### config.mk
export PLATFORM = sky130hd
export DESIGN_NAME = cr_timer16
export DESIGN_NICKNAME = d
export VERILOG_FILES = /design/src/rtl/crt_pkg.sv /design/src/rtl/crt_fall_detect.sv /design/src/rtl/crt_count_core.sv /design/src/rtl/cr_timer16.sv
export SDC_FILE = /design/constraint.sdc
export NUM_CORES = 1
export LEC_CHECK = 0
export CAP_MARGIN = 20
export CORE_AREA = 2 2 69 77
export CTS_BUF_LIST = sky130_fd_sc_hd__clkbuf_4
export CTS_CLUSTER_DIAMETER = 100
export DETAILED_ROUTE_END_ITERATION = 7
export DIE_AREA = 0 0 71 79
export GPL_TIMING_DRIVEN = 0
export HOLD_SLACK_MARGIN = 0.08
export PLACE_DENSITY = 0.88
export SLEW_MARGIN = 20
export SYNTH_ARGS = -nofsm -noshare
export SYNTH_HDL_FRONTEND = slang
export SYNTH_SLANG_ARGS = --single-unit
### constraint.sdc
create_clock -name clk -period 3.6 [get_ports clk]
set_clock_uncertainty 0.15 [all_clocks]
set_input_delay 0.54 -clock clk [delete_from_list [all_inputs] [get_ports clk]]
set_output_delay 0.54 -clock clk [all_outputs]
set_load 0.005 [all_outputs]
### src/rtl/crt_pkg.sv
package crt_pkg;
    localparam int CNT_W  = 16;
    localparam int ADDR_W = 2;
    localparam int CTRL_W = 8;

    localparam logic [ADDR_W-1:0] ADDR_CTRL = 2'd0;
    localparam logic [ADDR_W-1:0] ADDR_CNT  = 2'd1;
    localparam logic [ADDR_W-1:0] ADDR_CRR  = 2'd2;

    typedef struct packed {
        logic ovf_flag;
        logic trg_flag;
        logic rx_sel;
        logic tx_sel;
        logic trg_en;
        logic run;
        logic pin_mode;
        logic cap_mode;
    } ctrl_t;

    function automatic logic baud_active(ctrl_t c);
        return c.rx_sel | c.tx_sel;
    endfunction

    function automatic logic reload_active(ctrl_t c);
        return baud_active(c) | ~c.cap_mode;
    endfunction
endpackage

### src/rtl/crt_fall_detect.sv
module crt_fall_detect #(
    parameter int STAGES = 2
) (
    input  logic clk,
    input  logic rst,
    input  logic pin_i,
    output logic fall_o
);
    logic [STAGES-1:0] sync_q;
    logic              prev_q;

    generate
        for (genvar i = 0; i < STAGES; i++) begin : g_stage
            if (i == 0) begin : g_first
                always_ff @(posedge clk) begin
                    if (rst) sync_q[0] <= 1'b1;
                    else     sync_q[0] <= pin_i;
                end
            end else begin : g_next
                always_ff @(posedge clk) begin
                    if (rst) sync_q[i] <= 1'b1;
                    else     sync_q[i] <= sync_q[i-1];
                end
            end
        end
    endgenerate

    always_ff @(posedge clk) begin
        if (rst) prev_q <= 1'b1;
        else     prev_q <= sync_q[STAGES-1];
    end

    assign fall_o = prev_q & ~sync_q[STAGES-1];
endmodule

### src/rtl/crt_count_core.sv
module crt_count_core
    import crt_pkg::*;
#(
    parameter int W = CNT_W
) (
    input  logic         clk,
    input  logic         rst,
    input  ctrl_t        ctrl,
    input  logic         cnt_wr,
    input  logic         crr_wr,
    input  logic [W-1:0] wdata,
    input  logic         tick,
    input  logic         cnt_fall,
    input  logic         trg_fall,
    output logic [W-1:0] cnt_q,
    output logic [W-1:0] crr_q,
    output logic         ovf_set,
    output logic         trg_set,
    output logic         rx_strobe,
    output logic         tx_strobe
);
    logic         baud, autorel, step, wrap, trig, do_reload, do_capture;
    logic [W-1:0] cnt_d, crr_d;

    always_comb begin
        baud       = baud_active(ctrl);
        autorel    = reload_active(ctrl);
        step       = ctrl.run & (ctrl.pin_mode ? cnt_fall : tick);
        wrap       = step & (cnt_q == {W{1'b1}}) & ~cnt_wr;
        trig       = ctrl.trg_en & trg_fall & ~baud;
        do_reload  = (wrap & autorel) | (trig & ~ctrl.cap_mode);
        do_capture = trig & ctrl.cap_mode;

        if (cnt_wr)         cnt_d = wdata;
        else if (do_reload) cnt_d = crr_q;
        else if (step)      cnt_d = cnt_q + 1'b1;
        else                cnt_d = cnt_q;

        if (do_capture)     crr_d = cnt_q;
        else if (crr_wr)    crr_d = wdata;
        else                crr_d = crr_q;

        ovf_set = wrap & ~baud;
        trg_set = trig;
    end

    always_ff @(posedge clk) begin
        if (rst) begin
            cnt_q     <= '0;
            crr_q     <= '0;
            rx_strobe <= 1'b0;
            tx_strobe <= 1'b0;
        end else begin
            cnt_q     <= cnt_d;
            crr_q     <= crr_d;
            rx_strobe <= wrap & autorel & ctrl.rx_sel;
            tx_strobe <= wrap & autorel & ctrl.tx_sel;
        end
    end
endmodule

### src/rtl/cr_timer16.sv
module cr_timer16
    import crt_pkg::*;
#(
    parameter int W           = CNT_W,
    parameter int SYNC_STAGES = 2
) (
    input  logic              clk,
    input  logic              rst,
    input  logic [ADDR_W-1:0] bus_addr,
    input  logic              bus_wr,
    input  logic [W-1:0]      bus_wdata,
    output logic [W-1:0]      bus_rdata,
    input  logic              tick_i,
    input  logic              count_pin_i,
    input  logic              trig_pin_i,
    output logic              irq_o,
    output logic              rx_baud_o,
    output logic              tx_baud_o
);
    ctrl_t        ctrl_q, ctrl_d;
    logic [W-1:0] cnt_q, crr_q;
    logic         ctrl_wr, cnt_wr, crr_wr;
    logic         cnt_fall, trg_fall, ovf_set, trg_set;

    assign ctrl_wr = bus_wr && (bus_addr == ADDR_CTRL);
    assign cnt_wr  = bus_wr && (bus_addr == ADDR_CNT);
    assign crr_wr  = bus_wr && (bus_addr == ADDR_CRR);

    crt_fall_detect #(.STAGES(SYNC_STAGES)) u_cnt_pin (
        .clk(clk), .rst(rst), .pin_i(count_pin_i), .fall_o(cnt_fall)
    );

    crt_fall_detect #(.STAGES(SYNC_STAGES)) u_trg_pin (
        .clk(clk), .rst(rst), .pin_i(trig_pin_i), .fall_o(trg_fall)
    );

    crt_count_core #(.W(W)) u_core (
        .clk(clk), .rst(rst), .ctrl(ctrl_q),
        .cnt_wr(cnt_wr), .crr_wr(crr_wr), .wdata(bus_wdata),
        .tick(tick_i), .cnt_fall(cnt_fall), .trg_fall(trg_fall),
        .cnt_q(cnt_q), .crr_q(crr_q),
        .ovf_set(ovf_set), .trg_set(trg_set),
        .rx_strobe(rx_baud_o), .tx_strobe(tx_baud_o)
    );

    always_comb begin
        ctrl_d = ctrl_q;
        if (ctrl_wr) ctrl_d = ctrl_t'(bus_wdata[CTRL_W-1:0]);
        if (ovf_set) ctrl_d.ovf_flag = 1'b1;
        if (trg_set) ctrl_d.trg_flag = 1'b1;
    end

    always_ff @(posedge clk) begin
        if (rst) ctrl_q <= '0;
        else     ctrl_q <= ctrl_d;
    end

    always_comb begin
        case (bus_addr)
            ADDR_CTRL: bus_rdata = {{(W-CTRL_W){1'b0}}, ctrl_q};
            ADDR_CNT:  bus_rdata = cnt_q;
            ADDR_CRR:  bus_rdata = crr_q;
            default:   bus_rdata = '0;
        endcase
    end

    assign irq_o = ctrl_q.ovf_flag | ctrl_q.trg_flag;
endmodule

==> results of run 1 <==
## routing by layer
layer	vias to the layer above	wire length, µm
met4	0	365
met2	217	3930
li1	1392	-
met3	45	895
met5	-	0
met1	1387	3410
## final cells by class
cell class              count  area (µm²)
plain buffers              35         159
clock buffers               5        37.5
clock inverters             3        42.5
fillers                   413        1510
inverters                   4        15.0
multi-input cells         269        1690
flip-flops and latches     48         961
well taps                  58        72.6
repair buffers             41         410
## critical path: stages
cell and delay, ns:
clkdlybuf4s50_1 0.49, clkbuf_2 0.23, nor2b_1 0.15, clkbuf_1 0.22
clkbuf_2 0.34, nand2_1 0.09, o21ai_0 0.09, clkdlybuf4s50_1 0.54
## path summary, 6_finish.rpt
path                                                     start                              to  slack (ns)
worst min register to register  u_trg_pin.sync_q[0]$_SDFF_PP1_  u_trg_pin.sync_q[1]$_SDFF_PP1_        0.25
worst min-delay path            u_trg_pin.sync_q[0]$_SDFF_PP1_  u_trg_pin.sync_q[1]$_SDFF_PP1_        0.25
worst max-delay path                               bus_addr[1]                    bus_rdata[0]        0.22
worst max register to register    u_core.cnt_q[0]$_SDFFE_PP0P_    u_core.cnt_q[1]$_SDFFE_PP0P_        0.88
## synth_stat cells (all sizes together), types with 6 or more instances
library cell,instances,area [µm²]
dfxtp,48,961
nand2,46,173
nor2,40,150
nand3,27,135
clkbuf,26,98.8
o21ai,20,100
a311oi,17,149
mux2i,17,170
o211ai,13,97.6
buf,9,56.3
or2,9,56.3
a22o,8,70.1
xnor2,8,70.1
a211oi,7,57.6
nor3,6,30.0
## power by group through the flow
stage | clock network [µW] | logic, µW | registers (µW)
floorplan | 0 | 105 | 585
global placement | 0 | 174 | 591
detailed placement | 0 | 178 | 592
CTS | 328 | 180 | 580
global route | 345 | 200 | 584
finish | 333 | 184 | 582
## sequential cells by signal (all words and copies together), names as in the netlist
| signal | flops |
|---|---|
| u_core.crr_q | 16 |
| ctrl_q | 8 |
| u_cnt_pin.prev_q | 1 |
| u_trg_pin.sync_q | 2 |
| u_core.tx_strobe | 1 |
| u_trg_pin.prev_q | 1 |
| u_cnt_pin.sync_q | 2 |
| u_core.cnt_q | 16 |
| u_core.rx_strobe | 1 |
## logic make-up (layout without fill, tap and decap cells)
family	Yosys count	in the layout	share of synthesized area
and+or+nand+nor	156	156	0.274
xor gates and xnor gates	12	12	0.0373
DFF	48	48	0.341
buffers and inverters	39	88	0.0603
adders and majority gates	1	1	0.00444
muxes	17	17	0.0603
AOI/OAI and AO/OA	83	83	0.223
## layout by cell type, fill, tap and decap left out, drive strengths merged, types with 4 or more instances in the layout
| cell type | n |
|---|---|
| xor2 | 4 |
| dfxtp | 48 |
| nor4 | 4 |
| a211oi | 7 |
| a311oi | 17 |
| nand2 | 46 |
| nor3 | 6 |
| inv | 4 |
| or2 | 9 |
| and3b | 4 |
| mux2i | 17 |
| clkdlybuf4s50 | 41 |
| o21ai | 20 |
| clkbuf | 31 |
| a22o | 8 |
| buf | 9 |
| and2 | 4 |
| xnor2 | 8 |
| nor2 | 40 |
| nand4 | 4 |
| nand3 | 27 |
| nand3b | 4 |
| o211ai | 13 |
## stage by stage
stage          utilization  hold WS [ns]  instances  worst slack [ns]
3_5_place_dp         0.674         0.243        455            -0.118
6_report             0.691         0.251        463             0.217
5_1_grt              0.691         0.282        463            0.0369
3_3_place_gp         0.674         0.240        455            -0.117
2_1_floorplan            -         0.239        356              1.32
4_1_cts              0.691         0.263        463            0.0904
## repair_timing
item | in CTS | in global routing
resized for setup | 2 | 2
cloned | 0 | 0
hold endpoints to repair | 0 | 0
pin swaps | 0 | 0
endpoints found under the setup margin | 16 | 16
==> reports/results.txt, run 1 <==
Post-CTS Setup Inserts = 0
Async SR Flop Fraction = 0
Comb pwr share = 0.168
Port buffer count = 41
Hold Fails Final Rpt = 0
Met3 usage = 0.0596
Reg2reg path depth = 8
Placement Cell Area = 3300 µm²
Total power draw = 1100 µW
CTS Buffer Depth = 2
Fmax = 296 MHz
Worst slew pin tran = 0.663 ns
Crit. End Element = primary output
Root buffer cell = clkbuf_4
Post-route ant nets = 0
Total Nets Final = 429
Fin Setup TNS = 0 ns
Mapped Area = 2820 µm²
Worst EP arrival = 2.69 ns
Seq/Total Area, Yosys = 0.341
Post-route cell area = 3390 µm²
Post-Syn Instances = 356
Cts hold-fix bufs = 0
Clock transition at path regs = 0.16 ns
Antenna diodes = 0
Top-Level Pins = 43
Tcrit/Tclk final = 0.940
Met2 usage = 0.509
Drt wl/cell = 18.6 µm
IR drop worst, VDD = 0.000232 V
Die X = 71 µm
GP Congestion = 1.01
CP Max Fanout = 10
Rel. slew slack = 0.558
Synthesized area per cell = 7.92 µm²
Rows = 27
Clock power share = 0.303
Residual DRC count = 0
Largest net degree at the start of global routing = 16
Vias in the first global route = 2825
Fin crit period = 3.38 ns
Distinct cell type count after synthesis = 47
Most used routing layer = met2
DRT iter0 DRCs = 414
Pre-Repair DR Iteration Count = 6
Status = finished clean
Worst skew pair latency = 0.38 ns
Initial antenna violation count = 0
Post-DP HPWL = 5850 µm
Layout area overhead = 20.1%
Total grt overflow = 0
Sequential Power Share = 0.529
Net Sw Frac = 0.285
Worst Path Required = 2.91 ns
Switching power = 313 µW
RSZ-0062 raised after global routing = no
Leakage = 0.00119 µW
Die H = 79 µm
Syn nets = 381
Seq cells post-synth = 48
Max Slew Vio Count = 0
Most used flip-flop cell after synthesis = dfxtp_1
GRT Util Overall = 0.309
Via count = 3041
Layout cell share with drive strength beyond 1 = 0.0840
First-pass GRT wire length = 13800 µm
Hold crit path type = flop to flop
Power Density = 325 nW/µm²
Die ar. = 5610 µm²
Core ar. = 4900 µm²
Initial Util = 0.576
Post-synth EDFFs = 0
CP Class = primary input to primary output
Hold Path Depth = 1
Met1 Track Usage GR = 0.390
Setup-failing EPs final = 0
Vias/cell = 6.57
Drt total wl = 8600 µm
CTS sink cnt = 48
CTS tree = done
H-Tree Depth = 2
Ys Warns = 0
P_int = 786 µW
# Max-Cap Violations = 0
Worst setup SP type = primary input
Inserted Clock Buffers = 5
No activity file was read; power rests on OpenSTA's default activity.
==> run 2, diff against run 1 <==
--- a/config.mk
+++ b/config.mk
@@ -6,14 +6,14 @@
 export NUM_CORES = 1
 export LEC_CHECK = 0
 export CAP_MARGIN = 20
-export CORE_AREA = 2 2 69 77
+export CORE_AREA = 2 2 74 83
 export CTS_BUF_LIST = sky130_fd_sc_hd__clkbuf_4
 export CTS_CLUSTER_DIAMETER = 100
 export DETAILED_ROUTE_END_ITERATION = 7
-export DIE_AREA = 0 0 71 79
+export DIE_AREA = 0 0 76 85
 export GPL_TIMING_DRIVEN = 0
 export HOLD_SLACK_MARGIN = 0.08
-export PLACE_DENSITY = 0.88
+export PLACE_DENSITY = 0.78
 export SLEW_MARGIN = 20
 export SYNTH_ARGS = -nofsm -noshare
 export SYNTH_HDL_FRONTEND = slang
==> reports/results.txt, run 2 (synthesis gave the netlist of run 1 again) <==
Post-route ant nets = 0
Core ar. = 5620 µm²
Worst setup SP type = primary input
Die ar. = 6460 µm²
Switching power = 300 µW
Power Density = 299 nW/µm²
Drt total wl = 9070 µm
First-pass GRT wire length = 14500 µm
Reg2Reg Setup Slack = 0.92 ns
CP max-delay cell = clkdlybuf4s50_1
CTS Buffer Depth = 2
H-Tree Depth = 2
Most used cells in the layout excluding fill and tap cells = dfxtp_1 (48), nand2_1 (46), clkdlybuf4s50_1 (41), nor2_1 (40), nand3_1 (27)
Setup-failing EPs final = 0
Via count = 2997
Layout area overhead = 19.7%
Leakage = 0.00117 µW
Largest registers = u_core.cnt_q (16), u_core.crr_q (16), ctrl_q (8)
CP max stage delay = 0.53 ns
Worst EP arrival = 2.74 ns
CP Class = primary input to primary output
Commonest non-fill, non-tap cell in the layout = dfxtp_1
GRT Util Overall = 0.282
GP Congestion = 0.944
CTS sink cnt = 48
Port buffer count = 41
Clock power share = 0.241
Vias/cell = 6.23
Post-DP HPWL = 6350 µm
# Max-Cap Violations = 0
Post-route insts no fill = 481
Placed Cells incl. Taps = 474
Top-Level Pins = 43
Hold crit path type = flop to flop
DRT iter0 DRCs = 267
Top delay family on crit path = buffers and inverters
Fin crit period = 3.43 ns
CTS tree = done
Max Slew Vio Count = 0
Vias in the first global route = 2837
RSZ-0062 raised after global routing = no
Drt wl/cell = 18.9 µm
Crit-path cells = clkdlybuf4s50_1 -> clkbuf_2 -> nor2b_1 -> clkbuf_1 -> clkbuf_2 -> nand2_1 -> o21ai_0 -> clkdlybuf4s50_1
Core Util, Final = 0.600
Crit. End Element = primary output
Rows = 29
Worst slew pin tran = 0.733 ns
WHS = 0.279 ns
Worst Path Required = 2.91 ns
Antenna diodes = 0
Total Nets Final = 429
Initial antenna violation count = 0
Worst Path Buf+Inv = 5
Initial Util = 0.501
Clock transition at path regs = 0.14 ns
Hold Fails Final Rpt = 0
Net Sw Frac = 0.297
Cts hold-fix bufs = 0
Total grt overflow = 0
Inserted Clock Buffers = 5
Sequential Power Share = 0.576
Worst skew pair latency = 0.37 ns
Pre-Repair DR Iteration Count = 5
Status = finished clean
IR drop worst, VDD = 0.000167 V
Rel. slew slack = 0.511
Comb pwr share = 0.183
Largest net degree at the start of global routing = 14
Fmax = 291 MHz
P_int = 710 µW
Tcrit/Tclk final = 0.953
CP Max Fanout = 10
Residual DRC count = 0
Die X = 76 µm
Layout cell share with drive strength beyond 1 = 0.0767
Die H = 85 µm
Root buffer cell = clkbuf_4
## run 2: changes by cell type in the layout (fill, tap and decap cells not counted), sizes merged
cell / before / now
bufinv: 1 / 0
clkinv: 1 / 2
clkinvlp: 1 / 0
## run 2: worst paths after layout
check,start,end,cells after the start
setup / recovery,bus_addr[1],bus_rdata[4],8
hold / removal,u_trg_pin.sync_q[0]$_SDFF_PP1_,u_trg_pin.sync_q[1]$_SDFF_PP1_,1
setup reg to reg,u_core.cnt_q[0]$_SDFFE_PP0P_,u_core.cnt_q[1]$_SDFFE_PP0P_,8
hold reg to reg,u_trg_pin.sync_q[0]$_SDFF_PP1_,u_trg_pin.sync_q[1]$_SDFF_PP1_,1
## run 2: power groups by stage
stage	logic [µW]	clock network, µW	registers [µW]
2_1_floorplan	105	0	585
3_3_place_gp	178	0	591
3_5_place_dp	181	0	593
4_1_cts	182	246	581
5_1_grt	199	267	585
6_report	185	243	582
## run 2: per-layer routing
layer / part of all wire / up-vias / GRT usage
li1: - / 1386 / -
met1: 0.42 / 1447 / 0.357
met2: 0.48 / 148 / 0.484
met3: 0.074 / 16 / 0.0404
met4: 0.019 / 0 / 0.119
met5: 0 / - / 0
## run 2: repair_timing
action | in CTS | in global routing
endpoints found under the setup margin | 16 | 16
gates resized for setup | 2 | 2
buffers inserted | 0 | 0
## run 2: through the flow
stage	TNS, ns	total power (µW)	area, µm²	setup WS, ns
finish	0	1010	3380	0.168
floorplan	0	690	2820	1.32
detailed placement	-2.67	774	3330	-0.193
CTS	0	1010	3370	0.0321
global route	0	1050	3380	0.0494
global placement	-2.06	769	3330	-0.163
## run 2: area by class of cell
cell class / count / area, µm²
fill: 545 / 2250
multi-input combinational: 269 / 1690
sequential: 48 / 961
timing repair buffer: 41 / 410
buffer: 35 / 159
tap: 77 / 96.3
clock buffer: 5 / 37.5
inverter: 4 / 15.0
clock inverter: 2 / 7.51
==> run 3, diff against run 2 <==
--- a/config.mk
+++ b/config.mk
@@ -5,15 +5,16 @@
 export SDC_FILE = /design/constraint.sdc
 export NUM_CORES = 1
 export LEC_CHECK = 0
+export ABC_AREA = 1
 export CAP_MARGIN = 20
-export CORE_AREA = 2 2 74 83
+export CORE_AREA = 2 2 77 86
 export CTS_BUF_LIST = sky130_fd_sc_hd__clkbuf_4
 export CTS_CLUSTER_DIAMETER = 100
 export DETAILED_ROUTE_END_ITERATION = 7
-export DIE_AREA = 0 0 76 85
+export DIE_AREA = 0 0 79 88
 export GPL_TIMING_DRIVEN = 0
 export HOLD_SLACK_MARGIN = 0.08
-export PLACE_DENSITY = 0.78
+export PLACE_DENSITY = 0.77
 export SLEW_MARGIN = 20
 export SYNTH_ARGS = -nofsm -noshare
 export SYNTH_HDL_FRONTEND = slang
==> reports/results.txt, run 3 <==
GP Congestion = 0.945
Die X = 79 µm
Worst skew pair latency = 0.39 ns
Layout area overhead = 19.0%
Post-synth EDFFs = 0
Drt total wl = 9620 µm
Max Slew Vio Count = 0
CP Class = primary input to primary output
Synth Area in Simple Gates = 0.349
Antenna diodes = 0
Vias/cell = 5.45
Total Nets Final = 547
Post-synthesis adder-cell area fraction = 0.00415
Place WS = 0.190 ns
Layout cell share with drive strength beyond 1 = 0.0975
Drt wl/cell = 16.0 µm
Clock transition at path regs = 0.14 ns
Cts hold-fix bufs = 0
Residual DRC count = 0
Distinct cell type count after synthesis = 34
Post-route insts no fill = 603
Crit. End Element = primary output
Die ar. = 6950 µm²
Die H = 88 µm
Fmax = 287 MHz
Synth top cells by count = nand2_1 (125), inv_1 (60), dfxtp_1 (48)
Placed Cells incl. Taps = 595
WHS = 0.288 ns
H-Tree Depth = 2
CTS Buffer Depth = 2
Final WS setup = 0.120 ns
Total grt overflow = 0
IR drop worst, VDD = 0.000225 V
CP max-delay cell = clkbuf_1
Synth Area in Compound Gates = 0.186
Syn nets = 498
Top-area cell type share of the netlist area = 0.319
Rows = 30
Initial Util = 0.495
Hold Fails Final Rpt = 0
Vias in the first global route = 3139
Worst Path Buf+Inv = 4
Rel. slew slack = 0.539
Largest net degree at the start of global routing = 15
RSZ-0062 raised after global routing = no
Commonest non-fill, non-tap cell in the layout = nand2_1
Async SR Flop Fraction = 0
Synthesized area per cell = 6.37 µm²
Worst Path Required = 2.91 ns
Leakage = 0.00142 µW
XOR/XNOR share of the synthesized area = 0.0174
Core ar. = 6080 µm²
Seq/Total Area, Yosys = 0.319
Worst EP arrival = 2.79 ns
Largest family of logic cells by synthesized area = simple AND/OR/NAND/NOR gates
Seq cells post-synth = 48
Fin crit period = 3.48 ns
CTS sink cnt = 48
Via count = 3284
Mapped Area = 3010 µm²
First-pass GRT wire length = 15500 µm
Pre-Repair DR Iteration Count = 6
Most used flip-flop cell after synthesis = dfxtp_1
Power Density = 290 nW/µm²
Ys Warns = 0
Most used cells in the layout excluding fill and tap cells = nand2_1 (125), inv_1 (60), dfxtp_1 (48), o21ai_0 (42), clkdlybuf4s50_1 (42)
Post-DP HPWL = 6970 µm
CP Max Fanout = 10
CP max stage delay = 0.57 ns
Main area contributors after synthesis = dfxtp_1 (32%), nand2_1 (16%), inv_1 (7.5%)
Status = finished clean
Worst slew pin tran = 0.691 ns
Hold crit path type = flop to flop
Fin Setup TNS = 0 ns
Post-synthesis mux area share = 0
Top delay family on crit path = buffers and inverters
# Max-Cap Violations = 0
CTS tree = done
Port buffer count = 42
GRT Util Overall = 0.290
Initial antenna violation count = 0
Worst setup SP type = primary input
Largest registers = u_core.cnt_q (16), u_core.crr_q (16), ctrl_q (8)
Root buffer cell = clkbuf_4
Post-Syn Instances = 473
Area leader, netlist = dfxtp_1
Top-Level Pins = 43
Inserted Clock Buffers = 5
PostCTS Resize Cnt = 0
DRT iter0 DRCs = 278
Post-CTS Setup Inserts = 0
Crit-path cells = clkdlybuf4s50_1 -> or2_1 -> clkbuf_1 -> clkbuf_1 -> o221ai_1 -> clkdlybuf4s50_1
Post-route ant nets = 0
Count leader, synth = nand2_1
Tcrit/Tclk final = 0.967
Setup-failing EPs final = 0
==> run 3: cell count changes after synthesis, sizes merged, moves of 28 or more <==
cell,delta
nand2,+85
inv,+61
a21oi,+29
o21ai,+28
==> run 3: tightest hold or removal path, cell delays in order (launching register included) <==
cell	delay [ns]
dfxtp_1	0.33
inv_1	0.04
nand2_1	0.04
==> run 3: final timing paths <==
check	startpoint	to	slack, ns	depth (start not counted)
worst max-delay path	bus_addr[0]	bus_rdata[6]	0.12	6
worst min-delay path	u_cnt_pin.sync_q[1]$_SDFF_PP1_	u_cnt_pin.prev_q$_SDFF_PP1_	0.29	2
worst min register to register	u_cnt_pin.sync_q[1]$_SDFF_PP1_	u_cnt_pin.prev_q$_SDFF_PP1_	0.29	2
worst max register to register	u_core.cnt_q[1]$_SDFFE_PP0P_	u_core.cnt_q[11]$_SDFFE_PP0P_	1.30	11
==> run 3: final cells by class <==
cell class | instances | area [µm²]
fill | 650 | 2500
multi-input combinational | 335 | 1680
sequential | 48 | 961
timing repair buffer | 42 | 420
inverter | 68 | 255
buffer | 22 | 119
tap | 80 | 100
clock buffer | 5 | 37.5
clock inverter | 3 | 13.8
==> run 3: cell families after synthesis <==
group	after synthesis
buf+inv	90
fa+ha+maj	1
flops	48
simple gates	228
xor+xnor	6
compound gates	100
==> run 3: routing by layer <==
| layer | global-route usage | wire length (µm) | up-vias | part of all wire |
|---|---|---|---|---|
| met1 | 0.367 | 3990 | 1512 | 0.41 |
| met3 | 0.0351 | 616 | 17 | 0.064 |
| met5 | 0 | 0 | - | 0 |
| li1 | - | - | 1630 | - |
| met2 | 0.501 | 4770 | 125 | 0.50 |
| met4 | 0.122 | 249 | 0 | 0.026 |
==> run 3: stage by stage <==
| step | cell area, µm² | utilization | power (µW) |
|---|---|---|---|
| after floorplan | 3010 | - | 699 |
| after global placement | 3530 | 0.581 | 780 |
| after detailed placement | 3530 | 0.581 | 785 |
| after CTS | 3580 | 0.589 | 1040 |
| after global routing | 3580 | 0.589 | 1090 |
| final | 3580 | 0.589 | 1040 |
==> run 3: power breakdown <==
part           internal, µW  total [µW]  leakage, µW  switching [µW]
Clock                  72.3         263    0.0000324             191
Sequential              555         575     0.000392            20.4
Combinational          87.1         202      0.00100             114
